`src/rtl/sbc_pkg.sv`:
```
package sbc_pkg;

   localparam int CNT_W = 5;

   // timing word field positions; sequencing and decode depend on them
   localparam int ACS_LSB  = 13;
   localparam int COS_LSB  = 11;
   localparam int ACC_LSB  = 8;
   localparam int COH_LSB  = 6;
   localparam int CAH_LSB  = 4;
   localparam int PAGE_MSB = 3;

   localparam logic [2:0] WAIT_MIN_CODE = 3'b011;
   localparam logic [1:0] WIDTH_BYTE    = 2'b00;

   typedef enum logic [2:0] {
      ST_IDLE,
      ST_ASET,
      ST_CSET,
      ST_ACC,
      ST_CHLD,
      ST_AHLD,
      ST_DONE
   } sbc_state_e;

   typedef struct packed {
      logic [CNT_W-1:0] acs;
      logic [CNT_W-1:0] cos;
      logic [CNT_W-1:0] acc;
      logic [CNT_W-1:0] coh;
      logic [CNT_W-1:0] cah;
   } sbc_times_t;

   function automatic logic [CNT_W-1:0] setup_hold_clocks(input logic [1:0] code);
      logic [CNT_W-1:0] r;
      case (code)
         2'b00:   r = CNT_W'(0);
         2'b01:   r = CNT_W'(1);
         2'b10:   r = CNT_W'(2);
         default: r = CNT_W'(4);
      endcase
      return r;
   endfunction

   function automatic logic [CNT_W-1:0] access_clocks(input logic [2:0] code);
      logic [CNT_W-1:0] r;
      if (code <= 3'b011) r = CNT_W'(code) + CNT_W'(1);
      else if (code == 3'b111) r = CNT_W'(14);
      else r = CNT_W'({code[1:0], 1'b0}) + CNT_W'(6);
      return r;
   endfunction

endpackage

```
`src/rtl/sbc_timing_decode.sv`:
```
module sbc_timing_decode
   import sbc_pkg::*;
#(
   parameter int TW = 15
) (
   input  logic [TW-1:0] cfg,
   output sbc_times_t    times
);

   generate
      if (TW != 15) begin : g_bad_tw
         $error("sbc_timing_decode: timing word must be 15 bits");
      end
   endgenerate

   // page fields carry no behaviour in single-data mode
   logic page_unused;
   assign page_unused = ^cfg[PAGE_MSB:0];

   always_comb begin
      times.acs = setup_hold_clocks(cfg[ACS_LSB+1:ACS_LSB]);
      times.cos = setup_hold_clocks(cfg[COS_LSB+1:COS_LSB]);
      times.acc = access_clocks(cfg[ACC_LSB+2:ACC_LSB]);
      times.coh = setup_hold_clocks(cfg[COH_LSB+1:COH_LSB]);
      times.cah = setup_hold_clocks(cfg[CAH_LSB+1:CAH_LSB]);
   end

endmodule

```
`src/rtl/sbc_addr_window.sv`:
```
module sbc_addr_window #(
   parameter int              AW       = 32,
   parameter int              WIN_BITS = 27,
   parameter logic [AW-1:0]   BASE     = 32'h2000_0000
) (
   input  logic [AW-1:0] addr,
   output logic          hit
);

   localparam logic [AW-1:0] LOW_MASK = (AW'(1) << WIN_BITS) - AW'(1);

   generate
      if (WIN_BITS < 1 || WIN_BITS >= AW) begin : g_bad_win
         $error("sbc_addr_window: window size out of range");
      end
      if ((BASE & LOW_MASK) != '0) begin : g_bad_base
         $error("sbc_addr_window: base not aligned to window");
      end
   endgenerate

   assign hit = (addr[AW-1:WIN_BITS] == BASE[AW-1:WIN_BITS]);

   logic low_unused;
   assign low_unused = ^addr[WIN_BITS-1:0];

endmodule

```
`src/rtl/sbc_phase_seq.sv`:
```
module sbc_phase_seq
   import sbc_pkg::*;
(
   input  logic       clk,
   input  logic       rst_n,
   input  logic       start,
   input  logic       hit,
   input  sbc_times_t times,
   input  logic       wait_hold,
   output sbc_state_e state,
   output logic       leave_acc
);

   logic [CNT_W-1:0] cnt, cnt_n;
   sbc_state_e       nxt;

   function automatic sbc_state_e follow(input sbc_state_e s, input sbc_times_t t);
      sbc_state_e r;
      case (s)
         ST_IDLE: begin
            if (t.acs != '0) r = ST_ASET;
            else if (t.cos != '0) r = ST_CSET;
            else r = ST_ACC;
         end
         ST_ASET: r = (t.cos != '0) ? ST_CSET : ST_ACC;
         ST_CSET: r = ST_ACC;
         ST_ACC: begin
            if (t.coh != '0) r = ST_CHLD;
            else if (t.cah != '0) r = ST_AHLD;
            else r = ST_DONE;
         end
         ST_CHLD: r = (t.cah != '0) ? ST_AHLD : ST_DONE;
         default: r = ST_DONE;
      endcase
      return r;
   endfunction

   function automatic logic [CNT_W-1:0] phase_len(input sbc_state_e s, input sbc_times_t t);
      logic [CNT_W-1:0] r;
      case (s)
         ST_ASET: r = t.acs;
         ST_CSET: r = t.cos;
         ST_ACC:  r = t.acc;
         ST_CHLD: r = t.coh;
         ST_AHLD: r = t.cah;
         default: r = CNT_W'(1);
      endcase
      return r;
   endfunction

   always_comb begin
      nxt = state;
      case (state)
         ST_IDLE: begin
            if (start) nxt = hit ? follow(ST_IDLE, times) : ST_DONE;
         end
         ST_ASET, ST_CSET, ST_CHLD, ST_AHLD: begin
            if (cnt == '0) nxt = follow(state, times);
         end
         ST_ACC: begin
            if (cnt == '0 && !wait_hold) nxt = follow(ST_ACC, times);
         end
         default: nxt = ST_IDLE;
      endcase
   end

   always_comb begin
      if (nxt != state) cnt_n = phase_len(nxt, times) - CNT_W'(1);
      else if (cnt != '0) cnt_n = cnt - CNT_W'(1);
      else cnt_n = '0;
   end

   assign leave_acc = (state == ST_ACC) && (nxt != ST_ACC);

   always_ff @(posedge clk or negedge rst_n) begin
      if (!rst_n) begin
         state <= ST_IDLE;
         cnt   <= '0;
      end else begin
         state <= nxt;
         cnt   <= cnt_n;
      end
   end


   wait_stretch_chk: assert property (@(posedge clk) disable iff (!rst_n)
      (state == ST_ACC && cnt == '0 && wait_hold) |=> (state == ST_ACC));


   acc_exit_order_chk: assert property (@(posedge clk) disable iff (!rst_n)
      ($past(state) == ST_ACC && state != ST_ACC) |-> (state inside {ST_CHLD, ST_AHLD, ST_DONE}));

endmodule

```
`src/rtl/sram_bank_ctrl.sv`:
```
module sram_bank_ctrl
   import sbc_pkg::*;
#(
   parameter int            AW           = 32,
   parameter int            DW           = 16,
   parameter int            EXT_AW       = 26,
   parameter int            TW           = 15,
   parameter int            WIN_BITS     = 27,
   parameter logic [31:0]   BANK_BASE    = 32'h2000_0000,
   parameter bit            WAIT_SUPPORT = 1'b1
) (
   input  logic              clk,
   input  logic              rst_n,
   input  logic              req_valid,
   output logic              req_ready,
   input  logic              req_write,
   input  logic [AW-1:0]     req_addr,
   input  logic [DW-1:0]     req_wdata,
   output logic              rsp_done,
   output logic [DW-1:0]     rsp_rdata,
   input  logic [TW-1:0]     cfg_timing,
   input  logic [1:0]        cfg_width,
   input  logic              cfg_wait_en,
   output logic              ext_cs_n,
   output logic              ext_oe_n,
   output logic              ext_we_n,
   output logic [EXT_AW-1:0] ext_addr,
   output logic [DW-1:0]     ext_data_out,
   output logic              ext_data_oe,
   input  logic [DW-1:0]     ext_data_in,
   input  logic              ext_wait
);

   localparam int HALF = DW / 2;

   generate
      if (DW != 16) begin : g_bad_dw
         $error("sram_bank_ctrl: data bus must be 16 bits");
      end
      if (EXT_AW + 1 > AW) begin : g_bad_ext_aw
         $error("sram_bank_ctrl: external address wider than request address");
      end
   endgenerate

   sbc_state_e       state;
   logic             leave_acc;
   logic             accept;
   logic             hit;
   logic             wait_hold;
   logic             narrow_now, narrow_q;
   logic [TW-1:0]    timing_src;
   logic [TW-1:0]    cfg_q;
   logic [1:0]       width_q;
   logic             wait_en_q;
   logic             write_q;
   logic [EXT_AW-1:0] addr_q;
   logic [DW-1:0]    wdata_q;
   logic [DW-1:0]    rdata_q;
   sbc_times_t       times;

   assign req_ready  = (state == ST_IDLE);
   assign accept     = req_valid && req_ready;
   assign timing_src = req_ready ? cfg_timing : cfg_q;
   assign narrow_now = (cfg_width == WIDTH_BYTE);
   assign narrow_q   = (width_q == WIDTH_BYTE);

   sbc_addr_window #(
      .AW       (AW),
      .WIN_BITS (WIN_BITS),
      .BASE     (AW'(BANK_BASE))
   ) u_window (
      .addr (req_addr),
      .hit  (hit)
   );

   sbc_timing_decode #(
      .TW (TW)
   ) u_decode (
      .cfg   (timing_src),
      .times (times)
   );

   generate
      if (WAIT_SUPPORT) begin : g_wait
         assign wait_hold = wait_en_q && ext_wait
                          && (cfg_q[ACC_LSB+2:ACC_LSB] >= WAIT_MIN_CODE);
      end else begin : g_no_wait
         logic wait_unused;
         assign wait_unused = ext_wait ^ wait_en_q;
         assign wait_hold   = 1'b0;
      end
   endgenerate

   sbc_phase_seq u_seq (
      .clk       (clk),
      .rst_n     (rst_n),
      .start     (accept),
      .hit       (hit),
      .times     (times),
      .wait_hold (wait_hold),
      .state     (state),
      .leave_acc (leave_acc)
   );

   always_ff @(posedge clk or negedge rst_n) begin
      if (!rst_n) begin
         cfg_q     <= '0;
         width_q   <= 2'b01;
         wait_en_q <= 1'b0;
         write_q   <= 1'b0;
         addr_q    <= '0;
         wdata_q   <= '0;
      end else if (accept) begin
         cfg_q     <= cfg_timing;
         width_q   <= cfg_width;
         wait_en_q <= cfg_wait_en;
         write_q   <= req_write;
         addr_q    <= narrow_now ? req_addr[EXT_AW-1:0] : req_addr[EXT_AW:1];
         wdata_q   <= narrow_now ? {{HALF{1'b0}}, req_wdata[HALF-1:0]} : req_wdata;
      end
   end

   always_ff @(posedge clk or negedge rst_n) begin
      if (!rst_n) begin
         rdata_q <= '0;
      end else if (leave_acc && !write_q) begin
         rdata_q <= narrow_q ? {{HALF{1'b0}}, ext_data_in[HALF-1:0]} : ext_data_in;
      end
   end

   logic in_ext;
   assign in_ext = state inside {ST_ASET, ST_CSET, ST_ACC, ST_CHLD, ST_AHLD};

   assign ext_cs_n     = !(state inside {ST_CSET, ST_ACC, ST_CHLD});
   assign ext_oe_n     = !((state == ST_ACC) && !write_q);
   assign ext_we_n     = !((state == ST_ACC) && write_q);
   assign ext_addr     = addr_q;
   assign ext_data_out = wdata_q;
   assign ext_data_oe  = write_q && in_ext;
   assign rsp_done     = (state == ST_DONE);
   assign rsp_rdata    = rdata_q;


   one_strobe_chk: assert property (@(posedge clk) disable iff (!rst_n)
      !ext_oe_n |-> ext_we_n);


   strobe_in_cs_chk: assert property (@(posedge clk) disable iff (!rst_n)
      (!ext_oe_n || !ext_we_n) |-> !ext_cs_n);


   done_single_chk: assert property (@(posedge clk) disable iff (!rst_n)
      rsp_done |=> !rsp_done);


   accept_busy_chk: assert property (@(posedge clk) disable iff (!rst_n)
      (req_valid && req_ready) |=> !req_ready);


   cfg_frozen_chk: assert property (@(posedge clk) disable iff (!rst_n)
      !req_ready |=> ($stable(cfg_q) && $stable(width_q) && $stable(wait_en_q)));

endmodule

```
`config.mk`:
```
export PLATFORM = sky130hd
export DESIGN_NAME = sram_bank_ctrl
export DESIGN_NICKNAME = d
export VERILOG_FILES = /design/src/rtl/sbc_pkg.sv /design/src/rtl/sbc_timing_decode.sv /design/src/rtl/sbc_addr_window.sv /design/src/rtl/sbc_phase_seq.sv /design/src/rtl/sram_bank_ctrl.sv
export SDC_FILE = /design/constraint.sdc
export NUM_CORES = 1
export LEC_CHECK = 0
export ABC_AREA = 1
export ABC_CLOCK_PERIOD_IN_PS = 2490
export BUFFER_PORTS_ARGS = -buffer_cell sky130_fd_sc_hd__clkbuf_2
export CAP_MARGIN = 20
export CORE_MARGIN = 10
export CORE_UTILIZATION = 46
export DETAILED_ROUTE_END_ITERATION = 12
export GPL_TIMING_DRIVEN = 1
export PLACE_DENSITY = 0.77
export SLEW_MARGIN = 20
export SYNTH_ARGS = -nofsm -noshare
export SYNTH_HDL_FRONTEND = slang
export SYNTH_SLANG_ARGS = --single-unit
```
`constraint.sdc`:
```
create_clock -name clk -period 2.49 [get_ports clk]
set_clock_uncertainty 0.1 [all_clocks]
set_input_delay 0 -clock clk [delete_from_list [all_inputs] [get_ports clk]]
set_output_delay 0 -clock clk [all_outputs]
set_load 0.05 [all_outputs]
```
# [After elaboration in Yosys (flattened, before gate mapping)]
# Index checks and enable logic that the tools add are counted.
[word_totals] ff_bits=85 inputBits=87 elab_cells=92
[op_classes] addsub=4 order_cmp=2 eq_ne=23 n_mux=24 reduce_logical=30
[op_table] operator="case mux 3 bit (3 select lines)" count=6
[op_table] operator="two-way mux 16 bit" count=2
[op_table] operator="nonzero test 5 bit" count=6
[op_table] operator="two-way mux 26 bit" count=1
[op_table] operator="two-way mux 5 bit" count=5
[op_table] operator="case mux 5 bit (5 select lines)" count=1
[op_table] operator="== test 3 bit (second input constant)" count=6
[op_table] operator="two-way mux 3 bit" count=6
[op_table] operator="two-way mux 15 bit" count=1
[op_table] operator="== test 3 x 2 -> 1 bit (second input constant)" count=4
[op_table] operator="logical NOT 2 bit" count=6
[op_table] operator="subtractor 5 x 1 -> 5 bit (second input constant)" count=2
[op_table] operator="logical AND 1 bit" count=9
[op_table] operator="== test 2 x 1 -> 1 bit (second input constant)" count=4
[op_table] operator="== test 2 bit (second input constant)" count=4
[op_table] operator="== test 3 x 1 -> 1 bit (second input constant)" count=2
[op_table] operator="== test 5 x 3 -> 1 bit (second input constant)" count=1
[op_table] operator="logical NOT 1 bit" count=5
[op_table] operator="logical NOT 5 bit" count=1
[op_table] operator="adder 3 x 1 -> 4 bit (second input constant)" count=1
[op_table] operator="adder 3 x 3 -> 4 bit (second input constant)" count=1
[op_table] operator="OR reduction 4 bit" count=1
[op_table] operator="greater-or-equal comparator 3 x 2 -> 1 bit (second input constant)" count=1
[op_table] operator="less-or-equal comparator 3 x 2 -> 1 bit (second input constant)" count=1
[op_table] operator="6 further kinds" count=6

# [Logic depth before layout (Yosys ltp)]
[depth] depth_word=15 mapped_depth=21 depth_no_buf=21

# [Hierarchy]
# A second synthesis with hierarchy kept.
[unflattened] hier_cells=709 area_unflattened_um2=5183.7
[by_module_without_submodules] mod="sram_bank_ctrl" instances=1 cells_per_inst=468 area_each_um2=3627.2
[by_module_without_submodules] mod="sbc_phase_seq" instances=1 cells_per_inst=176 area_each_um2=1228.7
[by_module_without_submodules] mod="sbc_timing_decode" instances=1 cells_per_inst=59 area_each_um2=305.3
[by_module_without_submodules] mod="sbc_addr_window" instances=1 cells_per_inst=6 area_each_um2=22.5

# [Worst setup path after synthesis]
# OpenSTA, ideal clock, no wires.
[synth_timing] path_type="reg-to-reg" from="register u_seq.state[0]" to="register u_seq.cnt[2]" t_arrival_ns=2.680 slack_ns=-0.407 path_stages_with_launch=19 synth_period_minus_slack_ns=2.897 path_cell_list="dfrtp_1 -> nor2_8 -> nand2_8 -> buf_12 -> inv_1 -> or2_2 -> o21a_1 -> inv_1 -> ha_1 -> nor2_1 -> a21oi_1 -> nand3_1 -> nand3_1 -> nor2_2 -> ha_1 -> o21bai_1 -> nand2_1 -> nand2_1 -> nand2_1"
[synth_between] elab_chain_cells=15 word_cells_on_any_way=55 classes_between="3 x add/sub; 1 x order compare; 20 x eq/ne; 20 x mux; 11 x reduce/logical"
[synth_rtl] element="start, declared" line="sbc_phase_seq.sv:10" source="output sbc_state_e state,"
[synth_rtl] element="start signal, assigned" line="sbc_phase_seq.sv:80" source="state <= nxt;"
[synth_rtl] element="logical NOT 3 bit *" line="sram_bank_ctrl.sv:61" source="assign req_ready = (state == ST_IDLE);"
[synth_rtl] element="via req_ready" line="sram_bank_ctrl.sv:15" source="output logic req_ready,"
[synth_rtl] element="two-way mux 15 bit" line="sram_bank_ctrl.sv:63" source="assign timing_src = req_ready ? cfg_timing : cfg_q;"
[synth_rtl] element="== test 2 bit, or another cell as far along" line="sbc_pkg.sv:36" source="case (code)"
[synth_rtl] element="case mux 3 bit (3 select lines)" line="sbc_pkg.sv:36"
[synth_rtl] element="nonzero test 5 bit" line="sbc_phase_seq.sv:22, sbc_phase_seq.sv:25"
[synth_rtl] element="two-way mux 1 bit" line="sbc_phase_seq.sv:22, sbc_phase_seq.sv:25"
[synth_rtl] element="two-way mux 3 bit" line="sbc_phase_seq.sv:21" source="if (t.acs != '0) r = ST_ASET;"
[synth_rtl] element="two-way mux 3 bit (2 in a row)" line="sbc_phase_seq.sv:55" source="if (start) nxt = hit ? follow(ST_IDLE, times) : ST_DONE;"
[synth_rtl] element="case mux 3 bit (3 select lines)" line="sbc_phase_seq.sv:53" source="case (state)"
[synth_rtl] element="== test 3 bit, or another cell as far along" line="sbc_phase_seq.sv:40" source="case (s)"
[synth_rtl] element="case mux 5 bit (5 select lines)" line="sbc_phase_seq.sv:40"
[synth_rtl] element="two-way mux 5 bit" line="sbc_phase_seq.sv:68" source="if (nxt != state) cnt_n = phase_len(nxt, times) - CNT_W'(1);"
[synth_rtl] element="subtractor 5 x 1 -> 5 bit" line="sbc_phase_seq.sv:68"
[synth_rtl] element="two-way mux 5 bit *" line="sbc_phase_seq.sv:68"
[synth_rtl] element="via u_seq.cnt_n[2]" line="sbc_phase_seq.sv:14" source="logic [CNT_W-1:0] cnt, cnt_n;"
[synth_rtl] element="end signal, assigned" line="sbc_phase_seq.sv:81" source="cnt <= cnt_n;"
[synth_rtl] element="end, declared" line="sbc_phase_seq.sv:14"
# The timed path passes the listed nets; every way through them passes the cells marked *. The select of a mux whose other input is x is not followed.
# A chain may end at the register's enable or synchronous reset.

# [Final worst setup path]
[layout_timing] from="register u_seq.state[1]" to="register u_seq.cnt[2]"
[layout_between] word_cells_on_any_way=55 classes_between="3 x add/sub; 1 x order compare; 20 x eq/ne; 20 x mux; 11 x reduce/logical"
[layout_lines] element="logical NOT 3 bit" line="sbc_phase_seq.sv:19, sbc_phase_seq.sv:53, sram_bank_ctrl.sv:61"
[layout_lines] element="two-way mux 15 bit" line="sram_bank_ctrl.sv:63"
[layout_lines] element="== test 2 bit, or another cell as far along" line="sbc_pkg.sv:36"
[layout_lines] element="case mux 3 bit (3 select lines)" line="sbc_pkg.sv:36"
[layout_lines] element="nonzero test 5 bit (on tied branches)" line="sbc_phase_seq.sv:29, sbc_phase_seq.sv:32, sbc_phase_seq.sv:21"
[layout_lines] element="two-way mux 2 bit / two-way mux 3 bit (equally long branches)" line="sbc_phase_seq.sv:29, sbc_phase_seq.sv:32, sbc_phase_seq.sv:21"
[layout_lines] element="case mux 3 bit (3 select lines), or another cell as far along" line="sbc_phase_seq.sv:19" source="case (s)"
[layout_lines] element="two-way mux 3 bit (on tied branches)" line="sbc_phase_seq.sv:58, sbc_phase_seq.sv:55, sbc_phase_seq.sv:61"
[layout_lines] element="case mux 3 bit (3 select lines) *" line="sbc_phase_seq.sv:53"
[layout_lines] element="via u_seq.nxt[1]" line="sbc_phase_seq.sv:15" source="sbc_state_e nxt;"
[layout_lines] element="== test 3 bit, or another cell as far along" line="sbc_phase_seq.sv:40"
[layout_lines] element="case mux 5 bit (5 select lines)" line="sbc_phase_seq.sv:40"
[layout_lines] element="two-way mux 5 bit" line="sbc_phase_seq.sv:68"
[layout_lines] element="subtractor 5 x 1 -> 5 bit" line="sbc_phase_seq.sv:68"
[layout_lines] element="two-way mux 5 bit *" line="sbc_phase_seq.sv:68"
[layout_lines] element="via u_seq.cnt_n[2]" line="sbc_phase_seq.sv:14"
# Marked as above.

==> impl_metrics.csv <==
group,metric,value,unit
run_status,outcome,"finished with violations",
run_status,violations,"negative setup slack",
logic_synthesis,synth-seq-area-share,46.4,%
clock_network,cts_max_level,3,
floorplan,rows,35,
route,firstDrtPassIters,5,
global_route,grt_pass1_vias,4912,
critical_path,cp_slowest_cell,"dfrtp_2",
placement,gp_congestion,0.921,
clock_network,clk_latency,0.35,ns
global_route,grt_overflow,0,
logic_synthesis,post-synth-top-area-fraction,45.8,%
sta,finalCritPeriodShare,104,%
sta,tightest_slew,0.512,ns
pwr,ir_drop,861,uV
pwr,p_comb_share,69.3,%
layout,utilization,76.0,%
critical_path,worstReg2RegEnd,"u_seq.cnt[2]$_DFF_PN0_",
logic_synthesis,synth_seq_cells,81,
global_route,grt_usage,20.5,%
global_route,grt_pass1_wl,24000,um
pwr,power.total,10.9,mW
pwr,internal-power,5.20,mW
global_route,antenna_found_initial,2,
route,vias,4774,
sta,period_minus_slack,2.58,ns
critical_path,setup.worst_path.end_class,"flip-flop",
sta,fmax,0.387,GHz
clock_network,cts_buffers,9,
route,routed_wl,15300,um
sta,finalSetupViolCount,2,
route,ant_nets,0,
critical_path,critPathKind,"reg2reg",
logic_synthesis,yosys_warnings,0,
layout,drive_above_1_share,38.8,%
hold_path,hold_path.class,"in2async",
flow_run,cap_violations,0,
critical_path,critPathMaxFanout,8,
critical_path,arrival,2.74,ns
pwr,powerDensity,1550,mW/mm^2
layout,n_fill_cell,640,
logic_synthesis,synthTopCellsByArea,"dfrtp_1 (46%), nand2_1 (14%), nor2_1 (5.7%)",
route,wl_per_cell,16.0,um
layout,final_area,0.00703,mm^2
critical_path,r2r_start,"u_seq.state[1]$_DFF_PN0_",
critical_path,max_stage_delay,0.45,ns
sta,rsz0062_at_grt,"true",
pwr,p_switching,5.70,mW
layout,final_nets,912,
critical_path,timing.critical_path.buf_inv,3,
clock_network,clock_sinks,81,
logic_synthesis,yosysTopAreaCell,"dfrtp_1",
critical_path,regToRegSetupSlack,-0.09,ns
pwr,switching_share,52.3,%
clock_network,path_clk_slew,0.09,ns
critical_path,path_common_cell,"nand2_1",
critical_path,worstSetupStartpointType,"flip-flop",
sta,setup_ws,-0.0940,ns
route,drc,0,
clock_network,cts_tree,"built",
floorplan,initial_core_util,47.3,%
logic_synthesis,synth_ff_type,"dfrtp_1",
placement,dp_hpwl,9530,um
floorplan,dieWidth,117,um
sta,tns,-0.112,ns
logic_synthesis,synth_cell_types,42,
global_route,grt_max_degree,76,
route,detail_route.vias_per_cell,5.00,
logic_synthesis,synthCells,542,
logic_synthesis,synth_enable_flop_cells,0,
layout,syn_to_final_growth,60.9,%
logic_synthesis,avgSynthCellArea,8.06,um^2
placement,placed_area,0.00552,mm^2
placement,dp_slack,-0.0731,ns
logic_synthesis,syn_nets,635,
floorplan,die_area,0.0138,mm^2
sta,finalHoldViolCount,0,
sta,slew-limit-headroom,65.9,%
sta,final-max-slew-violation-count,0,
floorplan,ios,151,
critical_path,cp.required,2.64,ns
critical_path,r2r_cells,19,
pwr,clkPwrFrac,9.6,%
clock_network,clock_path_buffers,2,
critical_path,path_cells,"nor2_8, buf_8, nand3_4, nand2_4, nand2_4, inv_1, nand2_1, nand2_1, nand2_2, nand2_4, clkinv_2, nand4_1, nand3_2, nor2_4, ha_4, o21bai_1, nand2_1, nand2_1, nand2_1",
clock_network,root_buffer,"clkbuf_8",
floorplan,core_area,0.00924,mm^2
logic_synthesis,syn_area,0.00437,mm^2
pwr,leakage,3.68,nW
floorplan,die_h,117,um
critical_path,critical-path-top-delay-family,"simple AND/OR/NAND/NOR gates",
route,drt_iter0_drc,243,
pwr,seqPwrFrac,21.1,%
logic_synthesis,async_flop_share,100,%
placement,port_buffers,146,
-- cells in the mapped netlist, types with 3 or more instances --
cell type	count
ha_1	6
or2_2	3
nand2_1	166
o31ai_1	22
o21ai_1	3
clkbuf_1	15
nand3b_1	4
nand2_4	4
nor2_1	66
nand3_1	28
nand2_2	19
nand3_2	6
a21oi_1	7
mux2_4	4
inv_2	6
dfrtp_1	80
o21ai_0	29
buf_1	4
inv_1	35
mux2_2	4
nand4_1	4
-- what timing repair did --
| action | CTS | global route |
|---|---|---|
| cloned | 1 | 3 |
| setup buffers | 1 | 7 |
| hold buffers | 88 | 0 |
| hold endpoints to repair | 154 | 0 |
| setup endpoints to repair | 19 | 25 |
| pin swaps | 6 | 42 |
| resized for setup | 9 | 66 |
-- placed cells by master, fill, tap and decap left out, drive strengths merged, types with 9 or more instances in the layout --
| cell type | count |
|---|---|
| a21oi | 9 |
| buf | 51 |
| clkbuf | 157 |
| dfrtp | 80 |
| dlygate4sd3 | 88 |
| inv | 41 |
| nand2 | 192 |
| nand3 | 36 |
| nor2 | 71 |
| o21ai | 32 |
| o31ai | 22 |
-- state kept, by name (all words and copies together) (netlist names) --
signal and count:
write_q 1, ext_data_out 16, width_q 2, u_seq.state 3, u_seq.cnt 5, rsp_rdata 16
cfg_q 11, ext_addr 26, wait_en_q 1
-- kinds of logic (layout without fill, tap and decap cells) --
logic type      Yosys count  after routing  share of synthesized area (%)
simple gates            312            315                           33.1
flops                    81             81                           46.4
compound gates           68             68                           9.60
buf+inv                  65            344                           6.33
mux                       8              8                           2.41
fa+ha+maj                 6              6                           1.72
xor+xnor                  2              2                          0.401
other cells               0              2                              0
-- stage by stage --
stage	hold WS, ns	std cells
global placement	-0.0991	838
CTS	0.0609	944
global route	0.0935	955
finish	0.0539	955
floorplan	-0.396	542
detailed placement	-0.0909	838
-- layer usage --
| metal | vias to the layer above | track usage (%) | share of wire (%) |
|---|---|---|---|
| met5 | - | 0 | 0 |
| li1 | 2296 | - | - |
| met2 | 166 | 37.7 | 53 |
| met4 | 0 | 5.56 | 1.7 |
| met1 | 2289 | 22.2 | 39 |
| met3 | 23 | 6.24 | 6.7 |
-- power by group through the flow --
stage | logic [mW] | clock network [mW] | registers (mW)
after floorplan | 2.96 | 0 | 3.68
after global placement | 6.03 | 0 | 2.25
after detailed placement | 6.18 | 0 | 2.28
after CTS | 6.58 | 1.06 | 2.27
after global routing | 8.13 | 1.11 | 2.36
final | 7.56 | 1.05 | 2.30
-- worst max-delay path by stage --
| stage | start | endpoint | slack [ns] | cells after the start |
|---|---|---|---|---|
| 2_1_floorplan | u_seq.state[2]$_DFF_PN0_ | u_seq.cnt[2]$_DFF_PN0_ | -0.31 | 18 |
| 3_3_place_gp | u_seq.cnt[0]$_DFF_PN0_ | u_seq.cnt[2]$_DFF_PN0_ | 0.01 | 18 |
| 3_5_place_dp | u_seq.state[1]$_DFF_PN0_ | u_seq.cnt[2]$_DFF_PN0_ | -0.07 | 16 |
| 4_1_cts | u_seq.state[0]$_DFF_PN0_ | u_seq.cnt[2]$_DFF_PN0_ | -0.01 | 18 |
| 5_1_grt | u_seq.state[1]$_DFF_PN0_ | u_seq.cnt[2]$_DFF_PN0_ | -0.25 | 19 |
| 6_report | u_seq.state[1]$_DFF_PN0_ | u_seq.cnt[2]$_DFF_PN0_ | -0.09 | 19 |
-- layout make-up --
type / count / area [um^2] / area share, %
repair buffers: 285 / 2060 / 29.3
clock buffers: 11 / 151 / 2.15
diodes: 2 / 5.00 / 0.0712
multi-input cells: 399 / 2390 / 34.0
flip-flops and latches: 81 / 2030 / 28.9
well taps: 129 / 161 / 2.30
inverters: 43 / 171 / 2.44
clock inverters: 5 / 62.6 / 0.890
Power figures use the tool's default switching activity.
